**src/rtl/accel_feed_pkg.sv**
```systemverilog
package accel_feed_pkg;
  localparam logic [1:0] RESP_OKAY = 2'b00;

  typedef enum logic [3:0] {
    S_IDLE, S_RD_VALID, S_WAIT_GAP, S_RD_ADDR, S_RD_SIZE,
    S_STREAM, S_WAIT_DONE, S_NEXT_SET, S_NEXT_CLR, S_HALT
  } afc_state_t;

  typedef enum logic [2:0] {M_IDLE, M_AR, M_R, M_W, M_B} afc_mst_t;

  function automatic int unsigned floor_gap(int unsigned g, int unsigned lo);
    return (g < lo) ? lo : g;
  endfunction

  function automatic int unsigned beat_shift(int unsigned data_w);
    return $clog2(data_w / 8);
  endfunction
endpackage

```
**src/rtl/afc_reg_master.sv**
```systemverilog
module afc_reg_master
  import accel_feed_pkg::*;
#(
  parameter int AW = 32,
  parameter int DW = 32
) (
  input  logic          clk,
  input  logic          rst_n,
  input  logic          go,
  input  logic          is_wr,
  input  logic [AW-1:0] addr,
  input  logic [DW-1:0] wdata,
  output logic          done,
  output logic          bad,
  output logic [DW-1:0] rdata,
  output logic          ar_valid,
  input  logic          ar_ready,
  output logic [AW-1:0] ar_addr,
  input  logic          r_valid,
  output logic          r_ready,
  input  logic [DW-1:0] r_data,
  input  logic [1:0]    r_resp,
  output logic          aw_valid,
  input  logic          aw_ready,
  output logic [AW-1:0] aw_addr,
  output logic          w_valid,
  input  logic          w_ready,
  output logic [DW-1:0] w_data,
  input  logic          b_valid,
  output logic          b_ready,
  input  logic [1:0]    b_resp
);
  afc_mst_t mst;
  logic     aw_clear, w_clear;

  assign r_ready  = (mst == M_R);
  assign b_ready  = (mst == M_B);
  assign aw_clear = !aw_valid || aw_ready;
  assign w_clear  = !w_valid || w_ready;

  always_ff @(posedge clk) begin
    if (!rst_n) begin
      mst      <= M_IDLE;
      done     <= 1'b0;
      bad      <= 1'b0;
      rdata    <= '0;
      ar_valid <= 1'b0;
      ar_addr  <= '0;
      aw_valid <= 1'b0;
      aw_addr  <= '0;
      w_valid  <= 1'b0;
      w_data   <= '0;
    end else begin
      done <= 1'b0;
      case (mst)
        M_IDLE: begin
          if (go) begin
            if (is_wr) begin
              aw_valid <= 1'b1;
              w_valid  <= 1'b1;
              aw_addr  <= addr;
              w_data   <= wdata;
              mst      <= M_W;
            end else begin
              ar_valid <= 1'b1;
              ar_addr  <= addr;
              mst      <= M_AR;
            end
          end
        end
        M_AR: begin
          if (ar_ready) begin
            ar_valid <= 1'b0;
            mst      <= M_R;
          end
        end
        M_R: begin
          if (r_valid) begin
            rdata <= r_data;
            bad   <= (r_resp != RESP_OKAY);
            done  <= 1'b1;
            mst   <= M_IDLE;
          end
        end
        M_W: begin
          if (aw_ready) aw_valid <= 1'b0;
          if (w_ready)  w_valid  <= 1'b0;
          if (aw_clear && w_clear) mst <= M_B;
        end
        M_B: begin
          if (b_valid) begin
            bad  <= (b_resp != RESP_OKAY);
            done <= 1'b1;
            mst  <= M_IDLE;
          end
        end
        default: mst <= M_IDLE;
      endcase
    end
  end
endmodule

```
**src/rtl/afc_poll_timer.sv**
```systemverilog
module afc_poll_timer
  import accel_feed_pkg::*;
#(
  parameter int GAP_W   = 8,
  parameter int MIN_GAP = 16
) (
  input  logic             clk,
  input  logic             rst_n,
  input  logic             load,
  input  logic [GAP_W-1:0] gap,
  output logic             expire
);
  localparam int unsigned GAP_MAX = (1 << GAP_W) - 1;

  logic [GAP_W-1:0] cnt;
  logic             run;
  logic [GAP_W-1:0] eff;

  always_comb begin
    int unsigned g;
    g   = floor_gap(int'(gap), MIN_GAP);
    if (g > GAP_MAX) g = GAP_MAX;
    eff = GAP_W'(g);
  end

  assign expire = run && (cnt == '0);

  always_ff @(posedge clk) begin
    if (!rst_n) begin
      cnt <= '0;
      run <= 1'b0;
    end else if (load) begin
      cnt <= eff - 1'b1;
      run <= 1'b1;
    end else if (run) begin
      if (cnt == '0) run <= 1'b0;
      else           cnt <= cnt - 1'b1;
    end
  end
endmodule

```
**src/rtl/afc_frame_writer.sv**
```systemverilog
module afc_frame_writer
  import accel_feed_pkg::*;
#(
  parameter int AW = 32,
  parameter int DW = 32
) (
  input  logic          clk,
  input  logic          rst_n,
  input  logic          load,
  input  logic [AW-1:0] base,
  input  logic [DW-1:0] size_bytes,
  output logic          active,
  input  logic          px_valid,
  output logic          px_ready,
  input  logic [DW-1:0] px_data,
  output logic          mw_start,
  output logic [AW-1:0] mw_addr,
  output logic [DW-1:0] mw_len,
  output logic          mw_valid,
  input  logic          mw_ready,
  output logic [DW-1:0] mw_data
);
  localparam int SHIFT = beat_shift(DW);

  logic [DW-1:0] remaining;
  logic [DW-1:0] beats;
  logic          fire;

  assign beats    = size_bytes >> SHIFT;
  assign mw_valid = px_valid && active;
  assign px_ready = mw_ready && active;
  assign mw_data  = px_data;
  assign fire     = mw_valid && mw_ready;

  always_ff @(posedge clk) begin
    if (!rst_n) begin
      remaining <= '0;
      active    <= 1'b0;
      mw_start  <= 1'b0;
      mw_addr   <= '0;
      mw_len    <= '0;
    end else begin
      mw_start <= 1'b0;
      if (load) begin
        mw_start  <= 1'b1;
        mw_addr   <= base;
        mw_len    <= beats;
        remaining <= beats;
        active    <= (beats != '0);
      end else if (fire) begin
        remaining <= remaining - 1'b1;
        if (remaining == DW'(1)) active <= 1'b0;
      end
    end
  end
endmodule

```
**src/rtl/accel_feed_ctrl.sv**
```systemverilog
module accel_feed_ctrl
  import accel_feed_pkg::*;
#(
  parameter int          AW        = 32,
  parameter int          DW        = 32,
  parameter int          GAP_W     = 8,
  parameter int          MIN_GAP   = 16,
  parameter logic [AW-1:0] REG_BASE = '0,
  parameter logic [AW-1:0] OFS_VALID = 'h00,
  parameter logic [AW-1:0] OFS_ADDR  = 'h04,
  parameter logic [AW-1:0] OFS_SIZE  = 'h08,
  parameter logic [AW-1:0] OFS_NEXT  = 'h0C
) (
  input  logic             clk,
  input  logic             rst_n,
  input  logic             start_en,
  input  logic [GAP_W-1:0] poll_gap,
  output logic             m_ar_valid,
  input  logic             m_ar_ready,
  output logic [AW-1:0]    m_ar_addr,
  input  logic             m_r_valid,
  output logic             m_r_ready,
  input  logic [DW-1:0]    m_r_data,
  input  logic [1:0]       m_r_resp,
  output logic             m_aw_valid,
  input  logic             m_aw_ready,
  output logic [AW-1:0]    m_aw_addr,
  output logic             m_w_valid,
  input  logic             m_w_ready,
  output logic [DW-1:0]    m_w_data,
  input  logic             m_b_valid,
  output logic             m_b_ready,
  input  logic [1:0]       m_b_resp,
  input  logic             px_valid,
  output logic             px_ready,
  input  logic [DW-1:0]    px_data,
  output logic             mw_start,
  output logic [AW-1:0]    mw_addr,
  output logic [DW-1:0]    mw_len,
  output logic             mw_valid,
  input  logic             mw_ready,
  output logic [DW-1:0]    mw_data,
  input  logic             mw_done,
  output logic             err_flag
);
  afc_state_t    state;
  logic          sent;
  logic          req_state;
  logic          rq_go, rq_wr, rq_done, rq_bad;
  logic [AW-1:0] rq_addr;
  logic [DW-1:0] rq_wdata, rq_rdata;
  logic [AW-1:0] buf_addr;
  logic          fw_load, fw_active;
  logic          tm_load, tm_expire;
  logic          rsp_ok, valid_seen;

  // named events for the checker
  afc_state_t    st_code;
  logic          frame_active;
  assign st_code      = state;
  assign frame_active = fw_active;

  assign req_state = (state == S_RD_VALID) || (state == S_RD_ADDR) ||
                     (state == S_RD_SIZE)  || (state == S_NEXT_SET) ||
                     (state == S_NEXT_CLR);
  assign rq_go     = req_state && !sent;
  assign rq_wr     = (state == S_NEXT_SET) || (state == S_NEXT_CLR);
  assign rq_wdata  = (state == S_NEXT_SET) ? DW'(1) : '0;
  assign rsp_ok    = rq_done && !rq_bad;
  assign valid_seen = rq_rdata[0];

  always_comb begin
    case (state)
      S_RD_ADDR:              rq_addr = REG_BASE + OFS_ADDR;
      S_RD_SIZE:              rq_addr = REG_BASE + OFS_SIZE;
      S_NEXT_SET, S_NEXT_CLR: rq_addr = REG_BASE + OFS_NEXT;
      default:                rq_addr = REG_BASE + OFS_VALID;
    endcase
  end

  assign fw_load = (state == S_RD_SIZE) && rsp_ok;
  assign tm_load = (state == S_RD_VALID) && rsp_ok && !valid_seen;

  always_ff @(posedge clk) begin
    if (!rst_n) begin
      state    <= S_IDLE;
      sent     <= 1'b0;
      buf_addr <= '0;
      err_flag <= 1'b0;
    end else begin
      if (rq_go)        sent <= 1'b1;
      else if (rq_done) sent <= 1'b0;

      if (rq_done && rq_bad) begin
        err_flag <= 1'b1;
        state    <= S_HALT;
      end else begin
        case (state)
          S_IDLE:      if (start_en) state <= S_RD_VALID;
          S_RD_VALID:  if (rq_done) state <= valid_seen ? S_RD_ADDR : S_WAIT_GAP;
          S_WAIT_GAP:  if (tm_expire) state <= start_en ? S_RD_VALID : S_IDLE;
          S_RD_ADDR: begin
            if (rq_done) begin
              buf_addr <= AW'(rq_rdata);
              state    <= S_RD_SIZE;
            end
          end
          S_RD_SIZE:   if (rq_done) state <= S_STREAM;
          S_STREAM:    if (!fw_active) state <= S_WAIT_DONE;
          S_WAIT_DONE: if (mw_done) state <= S_NEXT_SET;
          S_NEXT_SET:  if (rq_done) state <= S_NEXT_CLR;
          S_NEXT_CLR:  if (rq_done) state <= start_en ? S_RD_VALID : S_IDLE;
          S_HALT:      state <= S_HALT;
          default:     state <= S_IDLE;
        endcase
      end
    end
  end

  afc_reg_master #(.AW(AW), .DW(DW)) u_mst (
    .clk(clk), .rst_n(rst_n),
    .go(rq_go), .is_wr(rq_wr), .addr(rq_addr), .wdata(rq_wdata),
    .done(rq_done), .bad(rq_bad), .rdata(rq_rdata),
    .ar_valid(m_ar_valid), .ar_ready(m_ar_ready), .ar_addr(m_ar_addr),
    .r_valid(m_r_valid), .r_ready(m_r_ready), .r_data(m_r_data), .r_resp(m_r_resp),
    .aw_valid(m_aw_valid), .aw_ready(m_aw_ready), .aw_addr(m_aw_addr),
    .w_valid(m_w_valid), .w_ready(m_w_ready), .w_data(m_w_data),
    .b_valid(m_b_valid), .b_ready(m_b_ready), .b_resp(m_b_resp)
  );

  afc_poll_timer #(.GAP_W(GAP_W), .MIN_GAP(MIN_GAP)) u_tmr (
    .clk(clk), .rst_n(rst_n), .load(tm_load), .gap(poll_gap), .expire(tm_expire)
  );

  afc_frame_writer #(.AW(AW), .DW(DW)) u_fw (
    .clk(clk), .rst_n(rst_n),
    .load(fw_load), .base(buf_addr), .size_bytes(rq_rdata),
    .active(fw_active),
    .px_valid(px_valid), .px_ready(px_ready), .px_data(px_data),
    .mw_start(mw_start), .mw_addr(mw_addr), .mw_len(mw_len),
    .mw_valid(mw_valid), .mw_ready(mw_ready), .mw_data(mw_data)
  );
endmodule

```
**config.mk**
```make
export PLATFORM = sky130hd
export DESIGN_NAME = accel_feed_ctrl
export DESIGN_NICKNAME = d
export VERILOG_FILES = /design/src/rtl/accel_feed_pkg.sv /design/src/rtl/afc_reg_master.sv /design/src/rtl/afc_poll_timer.sv /design/src/rtl/afc_frame_writer.sv /design/src/rtl/accel_feed_ctrl.sv
export SDC_FILE = /design/constraint.sdc
export NUM_CORES = 1
export LEC_CHECK = 0
export ABC_CLOCK_PERIOD_IN_PS = 3300
export BUFFER_PORTS_ARGS = -buffer_cell sky130_fd_sc_hd__buf_2
export CORE_ASPECT_RATIO = 1.75
export CORE_UTILIZATION = 45
export CTS_CLUSTER_DIAMETER = 80
export CTS_CLUSTER_SIZE = 10
export DETAILED_ROUTE_END_ITERATION = 7
export HOLD_SLACK_MARGIN = 0.06
export PLACE_DENSITY_LB_ADDON = 0.12
export REMOVE_ABC_BUFFERS = 1
export SLEW_MARGIN = 25
export SYNTH_ARGS = -nofsm -noshare
export SYNTH_HDL_FRONTEND = slang
export SYNTH_SLANG_ARGS = --single-unit
```
**constraint.sdc**
```tcl
create_clock -name clk -period 3.3 [get_ports clk]
set_input_delay 0.165 -clock clk [delete_from_list [all_inputs] [get_ports clk]]
set_output_delay 0.165 -clock clk [all_outputs]
set_load 0.02 [all_outputs]
```
# ---- Yosys cells after proc, flatten, opt, wreduce, memory -nomap -nowiden
# Index checks and enable logic that the tools add are counted.
dict set report totals {
  regBits 279
  out_inout_bits 201
  word_cells 179
}
dict set report classes {
  add_sub_neg 3
  order_cmp 2
  n_eq_ne 42
  muxes 54
  bitwise_logic 3
  n_reduce_logical 52
}
# operator n
set ops {}
lappend ops {{two-way mux 30 bit} 2}
lappend ops {{two-way mux 4 bit} 10}
lappend ops {{two-way mux 8 bit} 5}
lappend ops {{case mux 4 bit (10 select lines)} 1}
lappend ops {{equality test 32 x 1 -> 1 bit (second input constant)} 1}
lappend ops {{greater-than comparator 32 x 8 -> 1 bit (second input constant)} 1}
lappend ops {{nonzero test 32 bit} 1}
lappend ops {{subtractor 32 x 1 -> 32 bit (second input constant)} 1}
lappend ops {{!= test 2 bit (second input constant)} 13}
lappend ops {{two-way mux 1 bit} 23}
lappend ops {{AND reduction 9 bit} 2}
lappend ops {{nonzero test 2 bit} 9}
lappend ops {{equality test 4 x 3 -> 1 bit (second input constant)} 4}
lappend ops {{subtractor 8 x 1 -> 8 bit (second input constant)} 2}
lappend ops {{two-way mux 3 bit} 5}
lappend ops {{!= test 3 x 1 -> 1 bit (second input constant)} 5}
lappend ops {{case mux 3 bit (5 select lines)} 1}
lappend ops {{!= test 2 x 1 -> 1 bit (second input constant)} 6}
lappend ops {{!= test 3 bit (second input constant)} 4}
lappend ops {{case mux 4 bit (3 select lines)} 1}
lappend ops {{AND reduction 3 bit} 4}
lappend ops {{AND reduction 4 bit} 3}
lappend ops {{logical AND 1 bit} 11}
lappend ops {{case mux 1 bit (2 select lines)} 5}
lappend ops {{17 further kinds} 36}

# ---- Logic depth before layout (Yosys ltp)
# Gate-level depths: netlist of run 1.
dict set report logic_depth {
  depth_word 8
  depth_mapped 11
  mapped_depth_nobuf 10
}

# ---- Cells and area by module
# A second synthesis of run 1 with hierarchy kept.
dict set report unflattened {
  hier_cells 1368
  hier_area_um2 11773.8
}
# module instances cells_per_inst area_per_inst_um2 seq_area_each_um2
set modules_own_cells {}
lappend modules_own_cells {afc_reg_master 1 608 4921.0 2722.6}
lappend modules_own_cells {afc_frame_writer 1 472 4464.3 1921.8}
lappend modules_own_cells {accel_feed_ctrl 1 212 1730.4 760.7}
lappend modules_own_cells {afc_poll_timer 1 76 658.1 180.2}

# ---- Worst setup path after synthesis of run 1
# No wires, ideal clock.
dict set report synth_path {
  kind {register to register}
  startpoint {reg u_mst.done}
  endpoint {reg u_tmr.cnt[6]}
  t_arrival_ns 2.244
  t_required_ns 3.169
  path_slack_ns 0.924
  path_stages_with_launch 11
  path_buffers 0
  cell_sequence {dfxtp_1 nor2b_1 nand2_1 nor3_1 and3_1 a21oi_1 ha_1 nand3b_1 mux2_2 o21ai_0 a21oi_1}
}
dict set report synth_via {
  elab_chain_len 5
}
# item line_no
set synth_rtl {}
lappend synth_rtl {{start: declaration} afc_reg_master.sv:13} ;# output logic done,
lappend synth_rtl {{start signal: assignment} afc_reg_master.sv:44} ;# done <= 1'b0;
lappend synth_rtl {{start signal: assignment} afc_reg_master.sv:54} ;# done <= 1'b0;
lappend synth_rtl {{start signal: assignment} afc_reg_master.sv:81} ;# done <= 1'b1;
lappend synth_rtl {{logical AND 1 bit (*)} accel_feed_ctrl.sv:69} ;# assign rsp_ok = rq_done && !rq_bad;
lappend synth_rtl {{logical AND 1 bit (*) (2 in series)} accel_feed_ctrl.sv:82} ;# assign tm_load = (state == S_RD_VALID) && rsp_ok && !valid_seen;
lappend synth_rtl {{!= test 2 bit (no line) or nonzero test 2 bit (tied branches)} n/a}
lappend synth_rtl {{AND reduction 2 bit (no line)} n/a}
lappend synth_rtl {{end signal: assignment} afc_poll_timer.sv:33} ;# cnt <= eff - 1'b1;
lappend synth_rtl {{end signal: assignment} afc_poll_timer.sv:37} ;# else cnt <= cnt - 1'b1;
lappend synth_rtl {{end: declaration} afc_poll_timer.sv:15} ;# logic [GAP_W-1:0] cnt;
# Mark *: on every way between the ends. The rest lies on a longest branch, timed or not.
# A chain may end at the register's enable or synchronous reset.

# ---- Final worst setup path of run 1
# Ends and elaborated chain as after synthesis.

==> results of run 1 <==
[power by group]
part | switching [W] | internal (W)
clock network | 0.000904 | 0.00116
logic | 0.000420 | 0.000239
registers | 0.0000991 | 0.00233
total | 0.00142 | 0.00373
[kinds of logic after synthesis]
family / Yosys count / share of synthesized area
simple gates: 454 / 0.236
compound gates: 229 / 0.147
buf+inv: 199 / 0.141
flops: 188 / 0.432
xor+xnor: 33 / 0.0332
mux: 5 / 0.00589
fa+ha+maj: 3 / 0.00431
other cells: 1 / 0.000430
[layout by cell type (no fill, tap or decap), drive strengths merged, types with 6 or more instances in the layout]
| cell type | instances |
|---|---|
| a211oi | 16 |
| a21oi | 159 |
| and3 | 6 |
| buf | 146 |
| clkbuf | 20 |
| clkinvlp | 7 |
| conb | 93 |
| dfxtp | 188 |
| dlygate4sd3 | 34 |
| inv | 9 |
| nand2 | 279 |
| nand2b | 7 |
| nand3 | 10 |
| nand4 | 6 |
| nor2 | 49 |
| nor2b | 6 |
| nor3 | 18 |
| nor4 | 35 |
| o21ai | 22 |
| or3 | 9 |
| xnor2 | 30 |
[layout make-up]
| class | instances | area (sq um) |
|---|---|---|
| inverter | 8 | 32.5 |
| sequential | 188 | 3760 |
| clock inverter | 12 | 139 |
| multi-input combinational | 817 | 4080 |
| timing repair buffer | 180 | 1120 |
| tap | 241 | 302 |
| clock buffer | 20 | 457 |
| fill | 1928 | 9130 |
[worst min path at each step]
stage                      from        endpoint  cells after the start
floorplan                 rst_n        err_flag                      1
global placement    px_data[21]     mw_data[21]                      0
CTS                  m_ar_ready  u_mst.ar_valid                      4
global route        poll_gap[0]    u_tmr.cnt[0]                      3
detailed placement  px_data[21]     mw_data[21]                      0
finish               m_ar_ready  u_mst.ar_valid                      4
[Yosys cell counts, types with 4 or more instances]
| master | number |
|---|---|
| a211oi_1 | 16 |
| a21oi_1 | 159 |
| and2_1 | 5 |
| and3_1 | 6 |
| buf_4 | 125 |
| clkbuf_1 | 61 |
| dfxtp_1 | 188 |
| inv_1 | 8 |
| mux2i_1 | 4 |
| nand2_1 | 279 |
| nand2b_1 | 7 |
| nand3_1 | 10 |
| nand3b_1 | 4 |
| nand4_1 | 5 |
| nor2_1 | 49 |
| nor2b_1 | 6 |
| nor3_1 | 18 |
| nor3b_1 | 4 |
| nor4_1 | 31 |
| nor4_2 | 4 |
| o211ai_1 | 4 |
| o21a_1 | 4 |
| o21ai_0 | 22 |
| o31a_1 | 4 |
| or2_2 | 5 |
| or3_1 | 8 |
| xnor2_1 | 30 |
[registers in the layout (all words and copies together) (netlist names), 2 cells and up]
name and count:
u_mst.mst 3, u_fw.mw_len 30, st_code 4, u_fw.remaining 32, u_mst.rdata 32, u_mst.aw_addr 2
u_mst.ar_addr 2, u_fw.mw_addr 32, u_tmr.cnt 8, buf_addr 32
[metal layers]
| metal | up-vias | global-route usage |
|---|---|---|
| met2 | 218 | 0.374 |
| met3 | 27 | 0.0690 |
| met4 | 0 | 0.0833 |
| met1 | 3409 | 0.240 |
| met5 | - | 0.0291 |
| li1 | 3737 | - |
[stage by stage]
step / hold slack [ns] / utilization / area, sq um / setup TNS (ns)
6_report: 0.0882 / 0.520 / 9900 / 0
5_1_grt: 0.0950 / 0.520 / 9900 / 0
4_1_cts: 0.0666 / 0.520 / 9900 / 0
3_5_place_dp: 0.330 / 0.471 / 8960 / 0
3_3_place_gp: 0.330 / 0.471 / 8960 / 0
2_1_floorplan: 0.283 / - / 7860 / -13.71
[worst max-delay path, cell delays in order (launching register included)]
cell,delay [ns]
dfxtp_1,0.40
nor2b_1,0.46
nand2_1,0.16
nor3_1,0.19
buf_4,0.18
and3_1,0.18
a21oi_1,0.05
ha_1,0.27
nand3b_1,0.12
mux2_2,0.32
o21ai_0,0.14
a21oi_1,0.06
==> impl_results.md, run 1 <==
* Run status: completed
* NumNets Final at 1302
* Post-CTS Setup Repair Bufs at 0
* Max VDD drop at 0.429 mV
* HPWL Detailed at 14700 um
* Clock sinks at 188
* Total power at 0.00515 W
* DR iter-0 viols at 273
* Critical Path RT at 3.62 ns
* Non-Filler Instances at 1466
* Synth Instances at 1112
* Crit Path Class: reg2reg
* Max Slew Vio Count at 0
* Initial antenna violation count at 0
* RR Endpoint: u_tmr.cnt[6]
* Clock transition at path regs at 0.07 ns
* Initial Util at 0.458
* M1 WL at 8890 um
* Worst Hold Class: in2reg
* Boundary pin count at 288
* Setup Skew at 0.0124 ns
* Chip width at 107 um
* Full die area at 19900 sq um
* Worst r2r src: u_mst.done
* Drt wl/cell at 14.7 um
* Hold_buf cts at 34
* Crit path capture: u_tmr.cnt[6]
* CTS Root Cell: clkbuf_16
* Via/cell ratio at 5.04
* First-pass GRT wire length at 33200 um
* Period utilization at 0.798
* Worst rel slew slack at 0.455
* Synthesized area at 8710 sq um
* Core ar. at 19000 sq um
* Remaining antenna violation count after routing at 0
* Synth cell types at 56
* Cell Rows at 67
* Top sig layer: met4
* Register area share after synthesis at 0.432
* TritonRoute pass-1 iters at 5
* YS warnings at 0
* Synth area leaders: dfxtp_1 43%, nand2_1 12%, buf_4 11%
* Worst R2R Setup Slack at 0.67 ns
* Grt ovf at 0
* Fraction of registers with async set/reset at 0
* Primary FF master, synth: dfxtp_1
* Aggregate global-route resource usage at 0.215
* Final setup violation count at 0
* Share of layout cells above drive strength 1 at 0.158
* Crit path max fanout at 7
* Minimum clock period after layout at 2.63 ns
* Dpl cells at 1400
* Setup ws final at 0.667 ns
* Post-synth top area share at 0.432
* Critical path launch point: u_mst.done
* Number of synthesized flops with an enable pin at 0
* Largest net degree at the start of global routing at 57
* Number of antenna repair diodes at 0
* CP Capture Type: flop
* Fin. Hold Viols at 0
* Post-placement worst setup slack at 0.682 ns
* DR vias at 7391
* Routed wl met3 at 1310 um
* FMAX at 380 MHz
* R2R depth at 11
* CTS HTree Levels at 4
* Critical path arrival at 2.95 ns
* # DRC at 0
* Worst-Margin Slew at 0.809 ns
* Final GP Congestion at 0.810
* Port Buffers at 130
* Unrepaired setup endpoints after global routing: no
* Max Cap Viol at 0
* Routed met2 length at 10900 um
* Clk_lat worst skew at 0.43 ns
* Number of global-route vias before repair at 6462
* CTS resizes at 0
* CTS tree: built
* Cell taking the most area after synthesis: dfxtp_1
* CTS buffer count at 17
* Chip Height at 186 um
* CTS max path bufs at 2
* Power Density at 520 nW/um^2
* Leak Pwr at 3.95 nW
* Total wire length at 21500 um
* Layout area overhead at 13.6%
* Critical Path Source Type: flop
* Register bit total from synthesis at 188
* Synth Area per Inst at 7.83 sq um
Power figures use the tool's default switching activity.
==> inputs of run 2 (changes only) <==
- ABC_AREA: default -> 1
- ABC_CLOCK_PERIOD_IN_PS: 3300 -> 2100
- clock period: 3.3 -> 2.1 ns (I/O delays scaled with it)
==> impl_results.md, run 2 <==
* Area of the multi-input gates at 3950 sq um (-3.2%)
* Max Cap Viol at 0 (unchanged)
* Hold path endpoint: u_tmr.cnt[7]
* Total power at 0.00849 W (+65%)
* Clock sinks at 188 (unchanged)
* Cell taking the most area after synthesis: dfxtp_1
* Commonest non-fill, non-tap cells in the layout: 240 x nand2_1, 187 x dfxtp_1, 141 x nor2_1, 130 x buf_2, 127 x o21ai_0
* Unrepaired setup endpoints after global routing: no
* Hold Startpoint: poll_gap[7]
* Layout area overhead at 14.9%
* Power Density at 826 nW/um^2 (+59%)
* Final setup violation count at 0 (unchanged)
* Post-layout util at 0.533 (+0.0131)
* CTS buffer count at 17 (unchanged)
* R2R depth at 12 (+1)
* Final GP Congestion at 0.912 (+13%)
* CTS HTree Levels at 4 (unchanged)
* Fraction of registers with async set/reset at 0 (unchanged)
* Cell Rows at 67 (unchanged)
* Chip width at 109 um (+1.3%)
* Fillers at 2003 (+3.9%)
* CTS max path bufs at 2 (unchanged)
* Dpl cells at 1552 (+11%)
* Critical Path RT at 2.43 ns (-1.19 ns)
* Crit Path Class: reg2reg
* RR Endpoint: u_tmr.cnt[6]
* Drt wl/cell at 15.3 um (+4.6%)
* Primary FF master, synth: dfxtp_1
* Remaining antenna violation count after routing at 0 (unchanged)
* Crit path max fanout at 9 (+2)
* Run status: completed
* Worst rel slew slack at 0.626 (+0.170)
* Synth Instances at 1235 (+11%)
* Leading cell type in the layout, fill and taps excluded: nand2_1
* Final TNS setup at 0 ns (unchanged)
* Grt ovf at 0 (unchanged)
* Synthesized area at 8950 sq um (+2.7%)
* HPWL Detailed at 18500 um (+26%)
* DR iter-0 viols at 424 (+55%)
* FMAX at 518 MHz (+36%)
* Setup Skew at 0.00812 ns (-0.00430 ns)
* DR vias at 7902 (+6.9%)
* Post-synth top area share at 0.421 (-0.0115)
* Post-CTS Setup Repair Bufs at 0 (unchanged)
* CTS tree: built
* Worst R2R Setup Slack at 0.17 ns (-0.50 ns)
* Max Slew Vio Count at 0 (unchanged)
* Leak Pwr at 4.82 nW (+22%)
* First-pass GRT wire length at 38000 um (+15%)
* Non-Filler Instances at 1622 (+11%)
* Clk_lat worst skew at 0.44 ns (about the same)
* CTS Root Cell: clkbuf_16
* Period utilization at 0.919 (+0.121)
* Number of synthesized flops with an enable pin at 0 (unchanged)
* Initial antenna violation count at 0 (unchanged)
* YS warnings at 0 (unchanged)
* Boundary pin count at 288 (unchanged)
* Hold Path Stages at 5 (+1)
* Clock transition at path regs at 0.07 ns (about the same)
* TritonRoute pass-1 iters at 5 (unchanged)
* Synth area leaders: dfxtp_1 42%, buf_4 10%, nand2_1 10%
* Largest net degree at the start of global routing at 80 (+40%)
* Total wire length at 24900 um (+16%)
* Worst Hold Class: in2reg
* Cell area after placement at 9340 sq um (+4.2%)
* Worst-Margin Slew at 0.556 ns (-0.253 ns)
* Share of layout cells above drive strength 1 at 0.163 (+0.00456)
* Minimum clock period after layout at 1.93 ns (-0.703 ns)
* Initial Util at 0.464 (+0.00636)
* Aggregate global-route resource usage at 0.247 (+0.0312)
* Final instance area at 10300 sq um (+3.9%)
* Full die area at 20500 sq um (+2.7%)
* Max VDD drop at 0.518 mV (+21%)
* NumNets Final at 1459 (+12%)
* Register area at 3760 sq um (about the same)
* Synth Area per Inst at 7.25 sq um (-7.5%)
* Chip Height at 189 um (+1.3%)
* Port Buffers at 130 (unchanged)
* Synth cell types at 41 (-27%)
* Critical path arrival at 2.26 ns (-0.69 ns)
* Number of antenna repair diodes at 0 (unchanged)
* Worst r2r src: st_code[0]
* Register bit total from synthesis at 188 (unchanged)
* CP Capture Type: flop
* Synth cell count leaders: 241 x nand2_1, 188 x dfxtp_1, 141 x nor2_1
* Number of global-route vias before repair at 7344 (+14%)
* Critical Path Source Type: flop
* # DRC at 0 (unchanged)
* Fin. Hold Viols at 0 (unchanged)
* Via/cell ratio at 4.87 (-3.4%)
* Core ar. at 19300 sq um (+1.3%)
* Register area share after synthesis at 0.421 (-0.0115)
* Most frequent cell after synthesis: nand2_1
run 2: layout make-up:
| cell class | count | area share |
|---|---|---|
| inverter | 122 | 0.0450 |
| sequential | 188 | 0.366 |
| tap | 241 | 0.0293 |
| clock inverter | 10 | 0.00633 |
| clock buffer | 21 | 0.0458 |
| multi-input combinational | 849 | 0.385 |
| timing repair buffer | 191 | 0.123 |
run 2: cells by family (layout without fill, tap and decap cells):
kind of cell,Yosys count,after routing,share of synthesized area
simple gates,473,473,0.223
buf+inv,290,344,0.177
compound gates,259,259,0.155
flops,188,188,0.421
xor+xnor,21,21,0.0206
fa+ha+maj,3,3,0.00419
other cells,1,93,0.000419
run 2: report_power, final:
part	leakage, nW	internal (W)	switching, W
clock network	0.273	0.00160	0.00137
logic	3.03	0.000509	0.00109
registers	1.52	0.00376	0.000165
run 2: routing by layer:
| layer | track usage | vias to the layer above | share of wire |
|---|---|---|---|
| met5 | 0.0230 | - | 0.0021 |
| met4 | 0.106 | 2 | 0.031 |
| met3 | 0.0678 | 44 | 0.057 |
| met2 | 0.442 | 260 | 0.52 |
| met1 | 0.262 | 3582 | 0.39 |
| li1 | - | 4014 | - |
run 2: worst max path at each step:
stage	from	end	depth (start not counted)
4_1_cts	u_mst.mst[1]	u_mst.rdata[9]	9
2_1_floorplan	st_code[0]	buf_addr[10]	5
6_report	st_code[0]	u_tmr.cnt[6]	12
5_1_grt	st_code[3]	u_tmr.cnt[6]	11
3_3_place_gp	st_code[3]	u_tmr.cnt[6]	11
3_5_place_dp	st_code[0]	u_fw.mw_addr[2]	7
run 2: per-stage QoR:
step                setup slack [ns]  hold slack (ns)
CTS                           0.0661           0.0643
detailed placement             0.127            0.210
global route                 0.00916            0.104
floorplan                      0.173            0.203
finish                         0.170           0.0779
global placement               0.160            0.210
run 2: repair_timing:
item / 4_1_cts / 5_1_grt
resized for setup: 0 / 7
hold endpoints to repair: 38 / 0
setup endpoints to repair: 0 / 36
hold buffers: 39 / 0
run 2: worst max-delay path, stage by stage, from the launching register on:
cell	delay (ns)
dfxtp_1	0.46
inv_2	0.09
nor2_4	0.14
nand2_2	0.12
nor2_8	0.15
nand2_1	0.08
nand2_2	0.09
ha_1	0.19
nand3_1	0.12
nor2_2	0.14
nand3b_1	0.09
nand3_1	0.09
nand2_1	0.05
